$ cat src/rtl/shost_buf_irq.sv
module shost_buf_irq #(
  parameter int DW    = 8,
  parameter int DEPTH = 8,
  localparam int AW   = (DEPTH > 1) ? $clog2(DEPTH) : 1,
  localparam int LW   = $clog2(DEPTH) + 1
) (
  input  logic          clk,
  input  logic          rst_n,
  input  logic          tx_wr_en,
  input  logic [DW-1:0] tx_wr_data,
  input  logic          tx_pop,
  output logic          tx_head_valid,
  output logic [DW-1:0] tx_head_data,
  output logic [LW-1:0] tx_level,
  input  logic          rx_push,
  input  logic [DW-1:0] rx_push_data,
  input  logic          rx_rd_en,
  output logic [DW-1:0] rx_rd_data,
  output logic [LW-1:0] rx_level,
  input  logic [LW-1:0] tx_wm,
  input  logic [LW-1:0] rx_wm,
  input  logic          tx_clr,
  input  logic          rx_clr,
  input  logic          eng_clr,
  output logic          eng_rst,
  input  logic [2:0]    err_en,
  input  logic [2:0]    err_clr,
  output logic [2:0]    err_status,
  input  logic [1:0]    evt_en,
  input  logic [1:0]    intr_en,
  input  logic [1:0]    intr_test,
  input  logic [1:0]    intr_clr,
  output logic [1:0]    intr_state,
  output logic          irq_error,
  output logic          irq_event
);

  function automatic logic [AW-1:0] nxt(input logic [AW-1:0] p);
    return (p == AW'(DEPTH - 1)) ? '0 : p + 1'b1;
  endfunction

  logic [DW-1:0] tx_mem [DEPTH];
  logic [DW-1:0] rx_mem [DEPTH];
  logic [AW-1:0] tx_wp, tx_rp, rx_wp, rx_rp;
  logic [LW-1:0] tx_cnt, rx_cnt;
  logic [2:0]    err_q;
  logic          err_any_q;
  logic [1:0]    st_q;

  wire tx_full  = (tx_cnt == LW'(DEPTH));
  wire tx_empty = (tx_cnt == '0);
  wire rx_full  = (rx_cnt == LW'(DEPTH));
  wire rx_empty = (rx_cnt == '0);

  wire tx_push_ok = tx_wr_en & ~tx_full;
  wire tx_pop_ok  = tx_pop & ~tx_empty;
  wire rx_push_ok = rx_push & ~rx_full;
  wire rx_pop_ok  = rx_rd_en & ~rx_empty;

  wire tx_ovf = tx_wr_en & tx_full & ~tx_clr;
  wire rx_ovf = rx_push & rx_full & ~rx_clr;
  wire rx_unf = rx_rd_en & rx_empty & ~rx_clr;

  wire       err_any = |(err_q & err_en);
  wire [1:0] evt     = {tx_cnt < tx_wm, rx_cnt >= rx_wm};
  wire       evt_any = |(evt & evt_en);
  wire [1:0] st_set  = intr_test | {evt_any, err_any & ~err_any_q};

  assign tx_head_valid = ~tx_empty;
  assign tx_head_data  = tx_mem[tx_rp];
  assign tx_level      = tx_cnt;
  assign rx_rd_data    = rx_empty ? '0 : rx_mem[rx_rp];
  assign rx_level      = rx_cnt;
  assign err_status    = err_q;
  assign intr_state    = st_q;
  assign irq_error     = st_q[0] & intr_en[0];
  assign irq_event     = st_q[1] & intr_en[1];

  always_ff @(posedge clk) begin
    if (tx_push_ok && !tx_clr) tx_mem[tx_wp] <= tx_wr_data;
    if (rx_push_ok && !rx_clr) rx_mem[rx_wp] <= rx_push_data;
  end

  always_ff @(posedge clk or negedge rst_n) begin
    if (!rst_n) begin
      tx_wp <= '0; tx_rp <= '0; tx_cnt <= '0;
    end else if (tx_clr) begin
      tx_wp <= '0; tx_rp <= '0; tx_cnt <= '0;
    end else begin
      if (tx_push_ok) tx_wp <= nxt(tx_wp);
      if (tx_pop_ok)  tx_rp <= nxt(tx_rp);
      tx_cnt <= tx_cnt + LW'(tx_push_ok) - LW'(tx_pop_ok);
    end
  end

  always_ff @(posedge clk or negedge rst_n) begin
    if (!rst_n) begin
      rx_wp <= '0; rx_rp <= '0; rx_cnt <= '0;
    end else if (rx_clr) begin
      rx_wp <= '0; rx_rp <= '0; rx_cnt <= '0;
    end else begin
      if (rx_push_ok) rx_wp <= nxt(rx_wp);
      if (rx_pop_ok)  rx_rp <= nxt(rx_rp);
      rx_cnt <= rx_cnt + LW'(rx_push_ok) - LW'(rx_pop_ok);
    end
  end

  always_ff @(posedge clk or negedge rst_n) begin
    if (!rst_n) begin
      err_q     <= '0;
      err_any_q <= 1'b0;
      st_q      <= '0;
      eng_rst   <= 1'b0;
    end else begin
      err_q     <= (err_q & ~err_clr) | {rx_ovf, rx_unf, tx_ovf};
      err_any_q <= err_any;
      st_q      <= (st_q & ~intr_clr) | st_set;
      eng_rst   <= eng_clr;
    end
  end

  assert_tx_level_bound_R1: assert property (@(posedge clk) disable iff (!rst_n)
    tx_cnt <= LW'(DEPTH) && rx_cnt <= LW'(DEPTH));

  assert_tx_overflow_drop_R2: assert property (@(posedge clk) disable iff (!rst_n)
    (tx_wr_en && tx_full && !tx_clr && !tx_pop) |=> ($stable(tx_cnt) && err_q[0]));

  assert_rx_underflow_flag_R3: assert property (@(posedge clk) disable iff (!rst_n)
    (rx_rd_en && rx_empty && !rx_clr) |=> err_q[1]);

  assert_err_intr_cause_R5: assert property (@(posedge clk) disable iff (!rst_n)
    $rose(st_q[0]) |-> $past(intr_test[0] || err_any));

  assert_test_inject_R7: assert property (@(posedge clk) disable iff (!rst_n)
    intr_test[1] |=> st_q[1]);

  assert_rx_clear_zero_R9: assert property (@(posedge clk) disable iff (!rst_n)
    rx_clr |=> (rx_cnt == '0 && rx_rd_data == '0));

endmodule

$ cat config.mk
export PLATFORM = sky130hd
export DESIGN_NAME = shost_buf_irq
export DESIGN_NICKNAME = d
export VERILOG_FILES = /design/src/rtl/shost_buf_irq.sv
export SDC_FILE = /design/constraint.sdc
export NUM_CORES = 1
export LEC_CHECK = 0
export BUFFER_PORTS_ARGS = -buffer_cell sky130_fd_sc_hd__buf_2
export CAP_MARGIN = 5
export CORE_ASPECT_RATIO = 1.75
export CORE_MARGIN = 4
export CORE_UTILIZATION = 40
export CTS_BUF_LIST = sky130_fd_sc_hd__clkbuf_4 sky130_fd_sc_hd__clkbuf_8
export DETAILED_ROUTE_END_ITERATION = 16
export GPL_ROUTABILITY_DRIVEN = 0
export PLACE_DENSITY_LB_ADDON = 0.05
export REMOVE_ABC_BUFFERS = 1
export SETUP_SLACK_MARGIN = 0.1
export SYNTH_ARGS = -nofsm -noshare
export SYNTH_HDL_FRONTEND = slang
export SYNTH_SLANG_ARGS = --single-unit
$ cat constraint.sdc
create_clock -name clk -period 5.1 [get_ports clk]
set_input_delay 0.765 -clock clk [delete_from_list [all_inputs] [get_ports clk]]
set_output_delay 0.765 -clock clk [all_outputs]
set_load 0.01 [all_outputs]
[Yosys cells after proc, flatten, opt, wreduce, memory -nomap -nowiden]
Memory sizes are Yosys's and may differ from the RTL's.
Index checks and enable logic that the tools add are counted.
Word-level totals
  register bits: 27
  RAM bits: 128
  logic and storage cells: 88
  memories: 2
Memory list
  rx_mem: words 8, width 8, read ports 1, clocked after memory_dff 0, wr ports 1, line 43  | logic [DW-1:0] rx_mem [DEPTH];
  tx_mem: words 8, width 8, read ports 1, clocked after memory_dff 0, wr ports 1, line 42  | logic [DW-1:0] tx_mem [DEPTH];
Operators by class
  add/sub/neg operators: 8
  magnitude comparators: 2
  equality and inequality tests: 6
  multiplexer cells: 19
  bitwise operators: 29
  reductions and logical operators: 12
Operator list (number)
  $mux 3: 12
  $and 1x1->1: 13
  $add 3x1->3 const B: 4
  $eq 3x3->1 const B: 4
  $add 4x1->4: 2
  $eq 4x4->1 const B: 2
  $logic_not 4->1: 2
  $mux 4: 2
  $mux 8: 1
  $reduce_bool 2->1: 4
  $sub 4x1->4: 2
  $not 1->1: 7
  $and 3x3->3: 2
  $and 2x2->2: 2
  $ge 4x4->1: 1
  $lt 4x4->1: 1
  $mux 1: 4
  $or 2x2->2: 2
  $not 3->3: 1
  $or 3x3->3: 1
  $reduce_or 3->1: 1
  $logic_and 1x1->1: 2
  $logic_not 1->1: 2
  $not 2->2: 1
  $reduce_or 2->1: 1

[Longest topological paths before layout]
  depth after elaboration: 6
  mapped depth: 10
  gate-level depth less buffers: 10

[Worst setup path after synthesis]
OpenSTA, ideal clock, no wires.
  kind: register to register
  start: register rx_cnt[2] (netlist: rx_level[2])
  end: register rx_cnt[3] (netlist: rx_level[3])
  setup time: 0.125 ns
  arrival: 2.273 ns
  required time: 4.975 ns
  setup slack: 2.702 ns
  cell stages (with the launch flop): 11
  cells stage by stage: dfrtp_1 -> inv_1 -> ha_1 -> or3b_2 -> nand2_1 -> ha_1 -> inv_1 -> ha_1 -> a21o_1 -> a21oi_1 -> mux2_2
On the way
  cells in the longest elaborated chain, start to end: 6
  elaborated cells on any way between the ends: 9
RTL lines
  from (decl): line 45  | logic [LW-1:0] tx_cnt, rx_cnt;
  from (signal assigned): line 104  | rx_cnt <= rx_cnt + LW'(rx_push_ok) - LW'(rx_pop_ok);
  $eq 4x4->1: line 52  | wire rx_full = (rx_cnt == LW'(DEPTH));
  $not 1->1: line 57  | wire rx_push_ok = rx_push & ~rx_full;
  $and 1x1->1: line 57
  $add 4x1->4: line 104
  $sub 4x1->4 (*): line 104
  $mux 4 (*): line 99  | end else if (rx_clr) begin
Every way passes the cells marked *; elsewhere a longest branch is shown, timed or not.
A chain may end at the register's enable or synchronous reset.

[Worst setup path in the final report]
  start: register tx_rp[0]
  end: output port tx_head_data[6]
On the way
  cells in the longest elaborated chain, start to end: 1
RTL lines
  from (decl): line 44  | logic [AW-1:0] tx_wp, tx_rp, rx_wp, rx_rp;
  from (signal assigned): line 91  | if (tx_pop_ok) tx_rp <= nxt(tx_rp);
  $mem_v2 8x8
  to (decl): line 13  | output logic [DW-1:0] tx_head_data,
Every way passes these cells.

==> results.ini <==
[floorplan]
die_area_um2=19000
row_count=62
core_area_um2=16400
start_util_pct=40.7
fp.dieH_um=179
io_pins=80
die_width_um=106

[timing]
max_freq_mhz=300
fin_crit_ps=3330
final_hold_viol_count=0
skew_ps=21.4
rsz0062_at_grt=false
fin_crit_sh_pct=65.3
worstMarginPinSlew_ps=1140
fin_setup_tns_ps=0
slew_headroom_pct=23.1
fin_hold_ws_ps=330
slew_violations=0
setup_viol=0

[route]
drt_pass1_iterations=5
antenna_left=0
detail_route.wl_per_cell_um=18.8
via_per_inst=5.07
route.detailed.drc=0
drt_iter0_drc=77
dr_total_vias=3607
totalWireLength_um=13400

[synthesis]
avgSynthCellArea_um2=17.4
synth_top_area_cell=edfxtp_1
synthArstFlopShare_pct=17.4
synth_edf_count=128
ys.flop_type=edfxtp_1
yosys-top-cells-area=edfxtp_1 (57%), dfrtp_1 (10%), mux4_2 (8.1%)
synth_area_um2=6700
yosysWarnings=0
ys_seq_elements=155
yosysSeqAreaShare_pct=67.5
synth_top_area_share_pct=57.4
synth_cell_type_count=37
netlist_instances=386

[critical_path]
end_kind=output port
path_delay_family=flip-flops
worstSetupStartpointType=register
critical_path.max_fanout=19
critPathKind=register to output port
crit_buf_inv=1
cp.required_ps=4340
arrival_ps=2570
ff2ff_path_depth=5
cp_slowest_cell=dfrtp_1
crit_chain=mux4_1, mux2_4, buf_2
max_stage_delay_ps=1040
cp.depth=3

[clocking]
cts.sinks=155
ctsHoldBuffers=0
clock-root-buffer=clkbuf_8
clock_path_buffers=2
htreeDepth=4
cts_tree=done
numCtsBuffers=17
clk_latency_ps=450
ctsResizeCount=0
post_cts_buffers=0
clk_pin_slew_ps=110

[placement]
hpwl_um=9410
io_buffers=79

[outcome]
status=completed

[global_route]
grt_use_total_pct=14.8
antenna_found_initial=0
overflow=0
grt_max_degree=28
grt_pass1_vias=3850
grt_pass1_wl_um=21000

[final_layout]
final_layout_size_suffix_gt1_share_pct=31.1
diodes=0
layout.nets=551
syn_to_final_growth_pct=15.3
fillCellCount=1518

[power_and_ir_drop]
total_power_uw=3290
powerDensity_nw_per_um2=426
p_leak_uw=0.00288
ir_drop_mv=0.202

[flow_run]
max_cap_viol_count=0

[min_path]
hold_path.class=input port to asynchronous set/reset pin

through the flow:
| step | worst slack [ps] | util [%] | instance area [um^2] | instances |
|---|---|---|---|---|
| after floorplan | 2600 | - | 6610 | 374 |
| after detailed placement | 2090 | 44.4 | 7310 | 680 |
| after global routing | 1610 | 47.0 | 7720 | 712 |
| final | 1770 | 47.0 | 7720 | 712 |
| after CTS | 1700 | 47.0 | 7720 | 712 |
| after global placement | 2200 | 44.4 | 7310 | 680 |
registers in the layout, indices dropped and copies added, names as in the netlist, 3 cells and up:
register and flops:
rx_mem 64, tx_mem 64, rx_level 4, tx_level 4
err_status 3, rx_rp 3, rx_wp 3, tx_rp 3
tx_wp 3
cell families (layout without fill, tap and decap cells):
| family | after synthesis | in the layout | synth area share, % |
|---|---|---|---|
| mux | 42 | 42 | 13.3 |
| buf+inv | 39 | 141 | 2.84 |
| xor+xnor | 2 | 2 | 0.261 |
| simple gates | 71 | 71 | 6.07 |
| compound gates | 48 | 48 | 4.41 |
| fa+ha+maj | 29 | 29 | 5.64 |
| flops | 155 | 155 | 67.5 |
cell usage after synthesis, drive strengths merged, types with 3 or more instances:
| master | n |
|---|---|
| a21oi | 15 |
| a22o | 8 |
| and2 | 3 |
| buf | 8 |
| clkbuf | 4 |
| dfrtp | 27 |
| edfxtp | 128 |
| ha | 27 |
| inv | 27 |
| mux2 | 10 |
| mux4 | 32 |
| nand2 | 4 |
| nand2b | 7 |
| nand3 | 5 |
| nand4b | 3 |
| nor2 | 19 |
| nor2b | 7 |
| nor3 | 5 |
| nor3b | 7 |
| o21ai | 16 |
| or3 | 3 |
| or3b | 5 |
| or4 | 3 |
power breakdown:
part / switching, uW / internal, uW / leakage [uW]
registers: 105 / 1450 / 0.00151
logic: 383 / 418 / 0.00117
clock network: 557 / 376 / 0.000200
worst register-to-register path, delay by kind of cell, from the launching register on:
family	cells	cell delay, ps
AND/OR/NAND/NOR	3	1630
flip-flops	1	390
adder cells (fa/ha/maj)	1	220
buffers and inverters	1	90
cell type report:
cell class,instances,area (um^2),area share [%]
tap,224,280,3.63
sequential,155,4520,58.5
clock buffer,17,234,3.03
clock inverter,15,179,2.32
inverter,27,101,1.31
timing repair buffer,82,418,5.41
multi-input combinational,192,1990,25.8
layout by cell type (no fill, tap or decap), types with 15 or more instances in the layout:
cell type / count
edfxtp_1: 128
buf_2: 79
inv_1: 27
ha_1: 27
dfrtp_1: 27
mux4_2: 24
nor2_1: 19
clkbuf_8: 17
o21ai_0: 16
a21oi_1: 15
final timing paths:
path,from,endpoint,slack [ps]
worst max-delay path,tx_rp[0]$_DFFE_PN0P_,tx_head_data[6],1770
worst min register to register,err_any_q$_DFF_PN0_,intr_state[0]$_DFF_PN0_,450
worst max register to register,rx_level[2]$_DFF_PN0_,rx_mem[1][4]$_DFFE_PP_,2390
min in group clk,eng_clr,eng_rst$_DFF_PN0_,440
max in group asynchronous,rst_n,tx_wp[1]$_DFFE_PN0P_,4330
worst min-delay path,rst_n,err_status[1]$_DFF_PN0_,330
layer usage:
metal | up-vias | part of all wire, % | track usage (%)
met5 | - | 0 | 0
met4 | 0 | 1.1 | 4.16
met3 | 12 | 3.7 | 3.50
met2 | 76 | 57 | 28.3
met1 | 1821 | 38 | 16.2
li1 | 1698 | - | -
Power figures use the tool's default switching activity.
